[src/rtl/pwm_steer_pkg.sv]
package pwm_steer_pkg;

  localparam int PRE_W = 6;

  typedef enum logic [2:0] {
    REG_TCTRL    = 3'd0,
    REG_PERIOD   = 3'd1,
    REG_DUTY_HI  = 3'd2,
    REG_DUTY_LO  = 3'd3,
    REG_STEER    = 3'd4,
    REG_OE       = 3'd5,
    REG_FLAG_CLR = 3'd6
  } reg_addr_e;

  // Clocks per extended-count step for a prescaler code.
  function automatic int unsigned ps_div(input logic [1:0] sel);
    case (sel)
      2'b00:   return 1;
      2'b01:   return 4;
      default: return 16;
    endcase
  endfunction

  // Last prescaler value before a timer step.
  function automatic logic [PRE_W-1:0] ps_last(input logic [1:0] sel);
    return PRE_W'(4 * ps_div(sel) - 1);
  endfunction

  // Two fractional bits appended to the timer for the duty compare.
  function automatic logic [1:0] ps_frac(input logic [PRE_W-1:0] pc,
                                         input logic [1:0] sel);
    case (sel)
      2'b00:   return pc[1:0];
      2'b01:   return pc[3:2];
      default: return pc[5:4];
    endcase
  endfunction

endpackage

[src/rtl/pwm_regs.sv]
module pwm_regs
  import pwm_steer_pkg::*;
#(
  parameter int DATA_W = 8,
  parameter int NPIN   = 4,
  localparam int DUTY_W = DATA_W + 2
) (
  input  logic              clk,
  input  logic              rst_n,
  input  logic              sleep_i,
  input  logic              wr_en_i,
  input  logic [2:0]        wr_addr_i,
  input  logic [DATA_W-1:0] wr_data_i,
  input  logic              boundary_i,
  output logic              run_o,
  output logic [1:0]        ps_o,
  output logic [DATA_W-1:0] period_o,
  output logic [DUTY_W-1:0] duty_sh_o,
  output logic [NPIN-1:0]   steer_o,
  output logic [NPIN-1:0]   oe_o,
  output logic              flag_o
);

  logic              wr_ok;
  logic              flag_clr;
  logic [DATA_W-1:0] duty_hi;
  logic [1:0]        duty_lo;

  assign wr_ok    = wr_en_i && !sleep_i;
  assign flag_clr = wr_ok && (reg_addr_e'(wr_addr_i) == REG_FLAG_CLR) && wr_data_i[0];

  always_ff @(posedge clk or negedge rst_n) begin
    if (!rst_n) begin
      run_o    <= 1'b0;
      ps_o     <= 2'b00;
      period_o <= '1;
      duty_hi  <= '0;
      duty_lo  <= '0;
      steer_o  <= '0;
      oe_o     <= '0;
    end else if (wr_ok) begin
      case (reg_addr_e'(wr_addr_i))
        REG_TCTRL: begin
          run_o <= wr_data_i[2];
          ps_o  <= wr_data_i[1:0];
        end
        REG_PERIOD:  period_o <= wr_data_i;
        REG_DUTY_HI: duty_hi  <= wr_data_i;
        REG_DUTY_LO: duty_lo  <= wr_data_i[1:0];
        REG_STEER:   steer_o  <= wr_data_i[NPIN-1:0];
        REG_OE:      oe_o     <= wr_data_i[NPIN-1:0];
        default: ;
      endcase
    end
  end

  // Set has priority over a same-cycle clear.
  always_ff @(posedge clk or negedge rst_n) begin
    if (!rst_n)          flag_o <= 1'b0;
    else if (boundary_i) flag_o <= 1'b1;
    else if (flag_clr)   flag_o <= 1'b0;
  end

  assign duty_sh_o = {duty_hi, duty_lo};

  a_r9_flag_set: assert property (@(posedge clk) disable iff (!rst_n)
    boundary_i |=> flag_o);
  a_r9_flag_sticky: assert property (@(posedge clk) disable iff (!rst_n)
    (flag_o && !flag_clr) |=> flag_o);
  a_r9_flag_source: assert property (@(posedge clk) disable iff (!rst_n)
    $rose(flag_o) |-> $past(boundary_i));
  a_r3_regs_frozen: assert property (@(posedge clk) disable iff (!rst_n)
    sleep_i |=> ($stable(steer_o) && $stable(period_o) && $stable(duty_sh_o)
                 && $stable(flag_o) && $stable(oe_o)));

endmodule

[src/rtl/pwm_timebase.sv]
module pwm_timebase
  import pwm_steer_pkg::*;
#(
  parameter int TMR_W = 8,
  localparam int EXT_W = TMR_W + 2
) (
  input  logic             clk,
  input  logic             rst_n,
  input  logic             sleep_i,
  input  logic             run_i,
  input  logic [1:0]       ps_i,
  input  logic [TMR_W-1:0] period_i,
  output logic [TMR_W-1:0] tmr_o,
  output logic [EXT_W-1:0] ext_nxt_o,
  output logic             step_o,
  output logic             boundary_o
);

  logic [PRE_W-1:0] pc, pc_nxt;
  logic [TMR_W-1:0] tmr_nxt;
  logic             tick;

  assign step_o     = run_i && !sleep_i;
  assign tick       = step_o && (pc >= ps_last(ps_i));
  assign boundary_o = tick && (tmr_o == period_i);

  always_comb begin
    pc_nxt  = pc;
    tmr_nxt = tmr_o;
    if (step_o) pc_nxt = tick ? '0 : pc + 1'b1;
    if (tick)   tmr_nxt = boundary_o ? '0 : tmr_o + 1'b1;
  end

  assign ext_nxt_o = {tmr_nxt, ps_frac(pc_nxt, ps_i)};

  always_ff @(posedge clk or negedge rst_n) begin
    if (!rst_n) begin
      pc    <= '0;
      tmr_o <= '0;
    end else begin
      pc    <= pc_nxt;
      tmr_o <= tmr_nxt;
    end
  end

  a_r3_timer_frozen: assert property (@(posedge clk) disable iff (!rst_n)
    sleep_i |=> ($stable(tmr_o) && $stable(pc)));
  a_r2_timer_idle: assert property (@(posedge clk) disable iff (!rst_n)
    !run_i |=> $stable(tmr_o));
  a_r5_wrap: assert property (@(posedge clk) disable iff (!rst_n)
    boundary_o |=> (tmr_o == '0));
  a_r5_count_up: assert property (@(posedge clk) disable iff (!rst_n)
    (tick && !boundary_o) |=> (tmr_o == $past(tmr_o) + 1'b1));

endmodule

[src/rtl/pwm_duty.sv]
module pwm_duty #(
  parameter int EXT_W = 10
) (
  input  logic             clk,
  input  logic             rst_n,
  input  logic             step_i,
  input  logic             boundary_i,
  input  logic [EXT_W-1:0] ext_nxt_i,
  input  logic [EXT_W-1:0] duty_sh_i,
  output logic             pwm_o
);

  logic [EXT_W-1:0] duty_lat;

  always_ff @(posedge clk or negedge rst_n) begin
    if (!rst_n) begin
      duty_lat <= '0;
      pwm_o    <= 1'b0;
    end else if (boundary_i) begin
      duty_lat <= duty_sh_i;
      pwm_o    <= (duty_sh_i != '0);
    end else if (step_i && (ext_nxt_i == duty_lat)) begin
      pwm_o    <= 1'b0;
    end
  end

  a_r6_rise_at_boundary: assert property (@(posedge clk) disable iff (!rst_n)
    $rose(pwm_o) |-> $past(boundary_i));
  a_r8_shadow_hold: assert property (@(posedge clk) disable iff (!rst_n)
    !boundary_i |=> $stable(duty_lat));
  a_r3_level_hold: assert property (@(posedge clk) disable iff (!rst_n)
    (!step_i && !boundary_i) |=> $stable(pwm_o));

endmodule

[src/rtl/pwm_steer.sv]
module pwm_steer #(
  parameter int   NPIN     = 4,
  parameter logic IDLE_LVL = 1'b0
) (
  input  logic            pwm_i,
  input  logic [NPIN-1:0] steer_i,
  output logic [NPIN-1:0] pin_o
);

  for (genvar i = 0; i < NPIN; i++) begin : g_pin
    assign pin_o[i] = steer_i[i] ? pwm_i : IDLE_LVL;
  end

endmodule

[src/rtl/pwm_steer_gen.sv]
module pwm_steer_gen
  import pwm_steer_pkg::*;
#(
  parameter int DATA_W = 8,
  parameter int NPIN   = 4,
  localparam int TMR_W = DATA_W,
  localparam int EXT_W = TMR_W + 2
) (
  input  logic              clk,
  input  logic              rst_n,
  input  logic              sleep_i,
  input  logic              wr_en_i,
  input  logic [2:0]        wr_addr_i,
  input  logic [DATA_W-1:0] wr_data_i,
  output logic [NPIN-1:0]   pwm_o,
  output logic [NPIN-1:0]   pwm_oe_o,
  output logic              irq_flag_o,
  output logic [TMR_W-1:0]  timer_o
);

  logic             run, step, boundary, pwm_raw;
  logic [1:0]       ps;
  logic [TMR_W-1:0] period;
  logic [EXT_W-1:0] duty_sh, ext_nxt;
  logic [NPIN-1:0]  steer;

  pwm_regs #(.DATA_W(DATA_W), .NPIN(NPIN)) u_regs (
    .clk(clk), .rst_n(rst_n), .sleep_i(sleep_i),
    .wr_en_i(wr_en_i), .wr_addr_i(wr_addr_i), .wr_data_i(wr_data_i),
    .boundary_i(boundary),
    .run_o(run), .ps_o(ps), .period_o(period), .duty_sh_o(duty_sh),
    .steer_o(steer), .oe_o(pwm_oe_o), .flag_o(irq_flag_o)
  );

  pwm_timebase #(.TMR_W(TMR_W)) u_tb (
    .clk(clk), .rst_n(rst_n), .sleep_i(sleep_i),
    .run_i(run), .ps_i(ps), .period_i(period),
    .tmr_o(timer_o), .ext_nxt_o(ext_nxt),
    .step_o(step), .boundary_o(boundary)
  );

  pwm_duty #(.EXT_W(EXT_W)) u_duty (
    .clk(clk), .rst_n(rst_n), .step_i(step), .boundary_i(boundary),
    .ext_nxt_i(ext_nxt), .duty_sh_i(duty_sh), .pwm_o(pwm_raw)
  );

  pwm_steer #(.NPIN(NPIN), .IDLE_LVL(1'b0)) u_steer (
    .pwm_i(pwm_raw), .steer_i(steer), .pin_o(pwm_o)
  );

  a_r3_pins_hold: assert property (@(posedge clk) disable iff (!rst_n)
    sleep_i |=> $stable(pwm_o));

endmodule

[config.mk]
export PLATFORM = sky130hd
export DESIGN_NAME = pwm_steer_gen
export DESIGN_NICKNAME = d
export VERILOG_FILES = /design/src/rtl/pwm_steer_pkg.sv /design/src/rtl/pwm_regs.sv /design/src/rtl/pwm_timebase.sv /design/src/rtl/pwm_duty.sv /design/src/rtl/pwm_steer.sv /design/src/rtl/pwm_steer_gen.sv
export SDC_FILE = /design/constraint.sdc
export NUM_CORES = 1
export LEC_CHECK = 0
export ABC_AREA = 1
export ABC_CLOCK_PERIOD_IN_PS = 3400
export BUFFER_PORTS_ARGS = -buffer_cell sky130_fd_sc_hd__buf_4
export CORE_ASPECT_RATIO = 1.2
export CORE_MARGIN = 3
export CORE_UTILIZATION = 58
export DETAILED_ROUTE_END_ITERATION = 10
export GPL_ROUTABILITY_DRIVEN = 1
export HOLD_SLACK_MARGIN = 0.1
export PLACE_DENSITY = 0.79
export RECOVER_POWER = 25
export SLEW_MARGIN = 15
export SYNTH_ARGS = -nofsm -noshare
export SYNTH_HDL_FRONTEND = slang
export SYNTH_SLANG_ARGS = --single-unit
[constraint.sdc]
create_clock -name clk -period 3.4 [get_ports clk]
set_input_delay 0.85 -clock clk [delete_from_list [all_inputs] [get_ports clk]]
set_output_delay 0.85 -clock clk [all_outputs]
set_load 0.05 [all_outputs]
== Yosys cells after proc, flatten, opt, wreduce, memory -nomap -nowiden ==
Cells that the tools add are included.

* Input port bits: 15
* Logic and storage cells: 58
* Output and inout bits: 17
* Register bits: 55

* Muxes and demuxes: 14
* Magnitude comparators: 1
* Reduce and logical (&&, ||, !) cells: 19
* Add/sub/neg operators: 3
* Eq/ne operators: 9

{| class="wikitable"
|+ Operator list
! cell !! number
|-
| 2-to-1 mux 8 bit || 2
|-
| 2-to-1 mux 6 bit || 2
|-
| AND reduction 2 bit || 6
|-
| equality test 10 bit || 1
|-
| nonzero test 10 bit || 1
|-
| equality test 3 bit (second input constant) || 3
|-
| adder 8 x 1 -> 8 bit (second input constant) || 1
|-
| equality test 8 bit || 1
|-
| 2-to-1 mux 1 bit || 8
|-
| logical AND 1 bit || 7
|-
| adder 6 x 1 -> 6 bit (second input constant) || 1
|-
| equality test 3 x 2 -> 1 bit (second input constant) || 2
|-
| >= comparator 6 bit || 1
|-
| case mux 3 bit (2 select lines) || 1
|-
| subtractor 6 x 1 -> 6 bit (second input constant) || 1
|-
| case mux 2 bit (2 select lines) || 1
|-
| nonzero test 2 bit || 2
|-
| equality test 3 x 1 -> 1 bit (second input constant) || 1
|-
| logical NOT 3 bit || 1
|-
| equality test 2 x 1 -> 1 bit (second input constant) || 1
|-
| logical NOT 2 bit || 1
|-
| logical NOT 1 bit || 1
|}

== Longest topological paths before layout ==
* Depth after elaboration: 12
* Depth in mapped cells: 22
* Gate-level depth less buffers: 22

== Modules after synthesis ==
A second synthesis with hierarchy kept.

* Cell total of the unflattened synthesis: 401
* Area total of the unflattened synthesis: 3080.5 sq um

{| class="wikitable"
|+ By module, submodules not included
! module !! area each (sq um) !! times used !! cells each !! sequential area each (sq um)
|-
| pwm_regs || 1302.5 || 1 || 148 || 760.7
|-
| pwm_timebase || 1094.8 || 1 || 142 || 350.3
|-
| pwm_duty || 653.1 || 1 || 103 || 275.3
|-
| pwm_steer || 30.0 || 1 || 8 || 0.0
|}

== Worst setup path after synthesis ==
Ideal clock, no wire load.

* Path kind: reg-to-reg
* From: register u_regs.ps_o[1]
* To: register u_duty.pwm_o
* Library setup time: 0.128 ns
* Data arrival time: 2.300 ns
* Stages on the path, launching flop included: 21
* Buffers on the path: 1
* Slack: 0.972 ns
* Required time: 3.272 ns
* Path through: dfrtp_1 nor2_1 inv_1 ha_1 ha_1 nand2_1 nor2_1 nand2_1 nor2_2 nor2_2 nor2_4 buf_6 o21ai_2 nand2_2 nand2_1 nand2_1 nand3_1 nor2_1 nand2_1 nand2_1 nand2_1

* Word-level cells in the longest chain between the ends: 11
* Elaborated cells between the ends (all ways): 16
* Classes of those cells: add/sub: 1; order compare: 1; eq/ne: 2; mux: 7; reduce/logical: 5

{| class="wikitable"
|+ RTL lines
! element !! line !! RTL
|-
| from (decl) || pwm_regs.sv:16 || <nowiki>output logic [1:0] ps_o,</nowiki>
|-
| from (signal assigned) || pwm_regs.sv:45 || <nowiki>ps_o <= wr_data_i[1:0];</nowiki>
|-
| equality test 2 x 1 -> 1 bit or logical NOT 2 bit (tied branches) || pwm_steer_pkg.sv:17, pwm_steer_pkg.sv:32 ||
|-
| case mux 3 bit (2 select lines) || pwm_steer_pkg.sv:17 || <nowiki>case (sel)</nowiki>
|-
| subtractor 6 x 1 -> 6 bit || pwm_steer_pkg.sv:26 || <nowiki>return PRE_W'(4 * ps_div(sel) - 1);</nowiki>
|-
| >= comparator 6 bit || pwm_timebase.sv:24 || <nowiki>assign tick = step_o && (pc >= ps_last(ps_i));</nowiki>
|-
| logical AND 1 bit || pwm_timebase.sv:24 ||
|-
| 2-to-1 mux 6 bit or logical AND 1 bit (tied branches) || pwm_timebase.sv:30, pwm_timebase.sv:25 ||
|-
| 2-to-1 mux 6 bit or 2-to-1 mux 8 bit (tied branches) || pwm_timebase.sv:30, pwm_timebase.sv:31 ||
|-
| case mux 2 bit (2 select lines) or 2-to-1 mux 8 bit (tied branches) || pwm_steer_pkg.sv:32, pwm_timebase.sv:31 ||
|-
| equality test 10 bit || pwm_duty.sv:22 || <nowiki>end else if (step_i && (ext_nxt_i == duty_lat)) begin</nowiki>
|-
| logical AND 1 bit || pwm_duty.sv:22 ||
|-
| nonzero test 2 bit (no source line) || -- ||
|-
| to (signal assigned) || pwm_duty.sv:21 || <nowiki>pwm_o <= (duty_sh_i != '0);</nowiki>
|-
| to (decl) || pwm_duty.sv:10 || <nowiki>output logic pwm_o</nowiki>
|}

Parallel ways exist; a longest one is shown, timed or not.
A chain may end at the register's enable or synchronous reset.

== Worst setup path in the final report ==
* From: register u_regs.ps_o[0]
* To: register u_duty.pwm_o

The elaborated chain is that of the path after synthesis.

==> summary.txt <==
Synth
  – Post-synthesis instance area: about 3000 um2
  – Seq cells post-synth: 55
  – Syn Nets: around 420
  – Netlist cell types: 26
  – Sequential share of the synthesized area: a little under half
  – Area leader, netlist: dfrtp_1
  – Synth top area cells: dfrtp_1 40%, nand2_1 16%, inv_1 8.0%
  – Synth warn: 0
  – Mapped Cells: around 400
  – Avg Synthesized Cell Area: around 7.5 um2
  – Post-synth top area share: roughly 40%

Cells and area
  – Fillers: 420
  – Number of diodes: 0
  – Final net count: 451
  – Share of cells above drive strength 1: ~16%
  – Final instance area: roughly 3400 um2
  – Post-layout util: between 70% and 80%
  – Area growth syn-to-layout: 13.1%

Detailed routing
  – Final wirelength: around 6200 um
  – Avg WL per Cell: 12.6 um
  – DR pass1 iterations: 4
  – Vias per cell: 5.10
  – DRT antenna net count: 0
  – DRC viols: 0
  – Number of DRC markers in iteration 0: 140
  – Vias after detailed routing: 2497

Pwr
  – Overall power of the completed layout: approximately 2.5 mW
  – LEAKAGE: between 1.5 and 2 nW
  – VDD IR max: 0.422 mV
  – Cell Pwr Density: roughly 740 nW/um2

Clock network
  – Post-CTS Setup Bufs: 0
  – Clock Latency Late Sink: 320 ps
  – Clock buffer depth: 2
  – TritonCTS Buffers: 5
  – Post-CTS Hold Buffers: 0
  – # resized after CTS: 0
  – Clk pin slew, worst setup/hold paths: about 110 ps
  – CTS tree: built
  – H-tree depth: 2
  – Root Driver: clkbuf_8
  – Clock sink count: between 50 and 60

Placement
  – Placed inst area: around 3200 um2
  – Port bufs: 31
  – GP Congestion: 0.894
  – DP HPWL: ~4600 um

Floorplan
  – Die height: ~84 um
  – Starting Density: 62.3%
  – Top Ports: 32
  – Chip width: between 70 and 80 um
  – Core area: 4760 um2
  – Num rows: 27
  – Die footprint: roughly 6000 um2

STA
  – Relative slew slack: 11.0%
  – Final Hold Viols: 0
  – Max Freq: 335 MHz
  – Final min period: just under 3000 ps
  – Setup TNS: 0 ps
  – Hold slack: between 400 and 500 ps
  – Final Max Tran Viols: 0
  – Worst Skew: about 8.5 ps
  – Final setup vio count: 0
  – Slew of the pin with the lowest slew margin: approximately 1300 ps
  – RSZ-0062 raised after global routing: no
  – Period utilisation layout: just under 90%

Job
  – MaxCap Viol Count: 0

Hold path
  – HP Class: flip-flop to flip-flop

Global route
  – Global-route usage over all layers: 21.7%
  – Global-route wire length before repair: between 10000 and 15000 um
  – Initial antenna violation count: 0
  – Grt total ovfl: 0
  – Vias in the first global route: 2323
  – Largest net degree at the start of global routing: 56

Worst setup path
  – Startpoint Class: flip-flop
  – Required time worst endpoint: ~3600 ps
  – Crit-path max FO: 17
  – Max incr delay on CP: 420 ps
  – Worst path most repeated cell: nand2_1
  – CP cell instances: inv_1 -> nor2_1 -> inv_1 -> ha_1 -> inv_1 -> ha_1 -> nand2_1 -> nor2_1 -> nand2_1 -> nor2_2 -> nor2_2 -> nor2_4 -> o21ai_0 -> nand3b_1 -> nand2_1 -> nor2_1 -> nand2_1 -> nor2_1 -> nand2_1 -> nand2_1 -> nand2_1
  – CP Class: flip-flop to flip-flop
  – CP max-delay cell: dfrtp_1
  – Crit end category: flip-flop
  – Arrival time at the worst endpoint: between 3000 and 4000 ps

Outcome
  – Status: finished, final reports clean
-- kinds of logic after synthesis --
kind of cell | after synthesis | synth area share, %
AO/OA/AOI/OAI | 53 | 9.31
adder cells (fa/ha/maj) | 5 | 2.11
flip-flops | 55 | 46.7
AND/OR/NAND/NOR | 204 | 29.7
buffers and inverters | 72 | 9.52
XOR/XNOR | 9 | 2.66
-- flip-flops by register name, indices dropped and copies added (netlist names) --
| signal | flops |
|---|---|
| u_regs.run_o | 1 |
| u_tb.pc | 6 |
| u_regs.duty_hi | 8 |
| u_regs.ps_o | 2 |
| u_regs.oe_o | 4 |
| u_regs.duty_lo | 2 |
| u_regs.period_o | 8 |
| u_regs.flag_o | 1 |
| u_tb.tmr_o | 8 |
| u_duty.duty_lat | 10 |
| u_duty.pwm_o | 1 |
| u_regs.steer_o | 4 |
-- cell type report --
| type | count | area (um2) | area share (%) |
|---|---|---|---|
| clock buffers | 5 | 68.8 | 2.05 |
| clock inverters | 3 | 47.5 | 1.42 |
| inverters | 67 | 251 | 7.49 |
| multi-input cells | 271 | 1300 | 38.7 |
| flip-flops and latches | 55 | 1390 | 41.3 |
| well taps | 58 | 72.6 | 2.16 |
| repair buffers | 31 | 230 | 6.86 |
-- path summary, 6_finish.rpt --
| kind | slack, ps | cells after the start | to | from |
|---|---|---|---|---|
| hold reg to reg | 490 | 2 | u_regs.duty_hi[4] | u_regs.duty_hi[4] |
| max in group asynchronous | 1790 | 1 | u_tb.tmr_o[2] | rst_n |
| min in group asynchronous | 830 | 1 | u_duty.duty_lat[2] | rst_n |
| setup reg to reg | 420 | 21 | u_duty.pwm_o | u_regs.ps_o[0] |
| hold / removal | 490 | 2 | u_regs.duty_hi[4] | u_regs.duty_hi[4] |
| setup / recovery | 420 | 21 | u_duty.pwm_o | u_regs.ps_o[0] |
-- synth_stat cells --
cell      count
nand3b_1      6
a21oi_1       5
buf_4         1
nor2_8        1
buf_2         1
nor2_4        2
or2_2         1
xor2_1        7
buf_6         1
o21ai_2       2
nand2_1     126
o41ai_1       1
clkbuf_1      2
dfstp_2       8
inv_1        63
xnor2_1       2
ha_1          5
nand2_2       6
nand3_1      23
o21ai_0      45
dfrtp_1      47
nor2_1       32
nor3_1        1
inv_2         4
nor2_2        4
nand4_1       2
-- routing by layer --
metal	share of wire, %	track usage [%]
met1	48	29.7
met2	48	36.1
met3	2.5	3.23
met4	1.6	5.64
met5	0	0
-- critical path: cells and delay by family (launching register included) --
| kind | cells | cell delay, ps |
|---|---|---|
| AND/OR/NAND/NOR | 15 | 1430 |
| adder cells (fa/ha/maj) | 2 | 540 |
| flip-flops | 1 | 420 |
| buffers and inverters | 3 | 250 |
| AO/OA/AOI/OAI | 1 | 230 |
-- layout by cell type, fill, tap and decap left out, types with 2 or more instances in the layout --
master,count
nor2_4,2
nand3_1,23
a21oi_1,5
o21ai_0,45
xnor2_1,2
nor2_1,32
clkbuf_8,5
inv_2,4
nand4_1,2
ha_1,5
nand3b_1,6
nand2_2,6
nand2_1,126
dfrtp_1,47
nor2_2,4
xor2_1,7
dfstp_2,8
buf_4,30
inv_1,63
o21ai_2,2
-- power by group --
part	switching (mW)	leakage, nW	total [mW]	internal (mW)
sequential	0.150	0.653	0.959	0.809
combinational	0.697	1.11	1.05	0.357
clock	0.231	0.0587	0.455	0.224
-- per-stage QoR --
stage | setup WS [ps] | instances
after CTS | 458 | 490
after global placement | 651 | 482
after detailed placement | 508 | 482
after floorplan | 972 | 398
final | 415 | 490
after global routing | 140 | 490
Note: power is estimated with default switching activity, not from simulation.
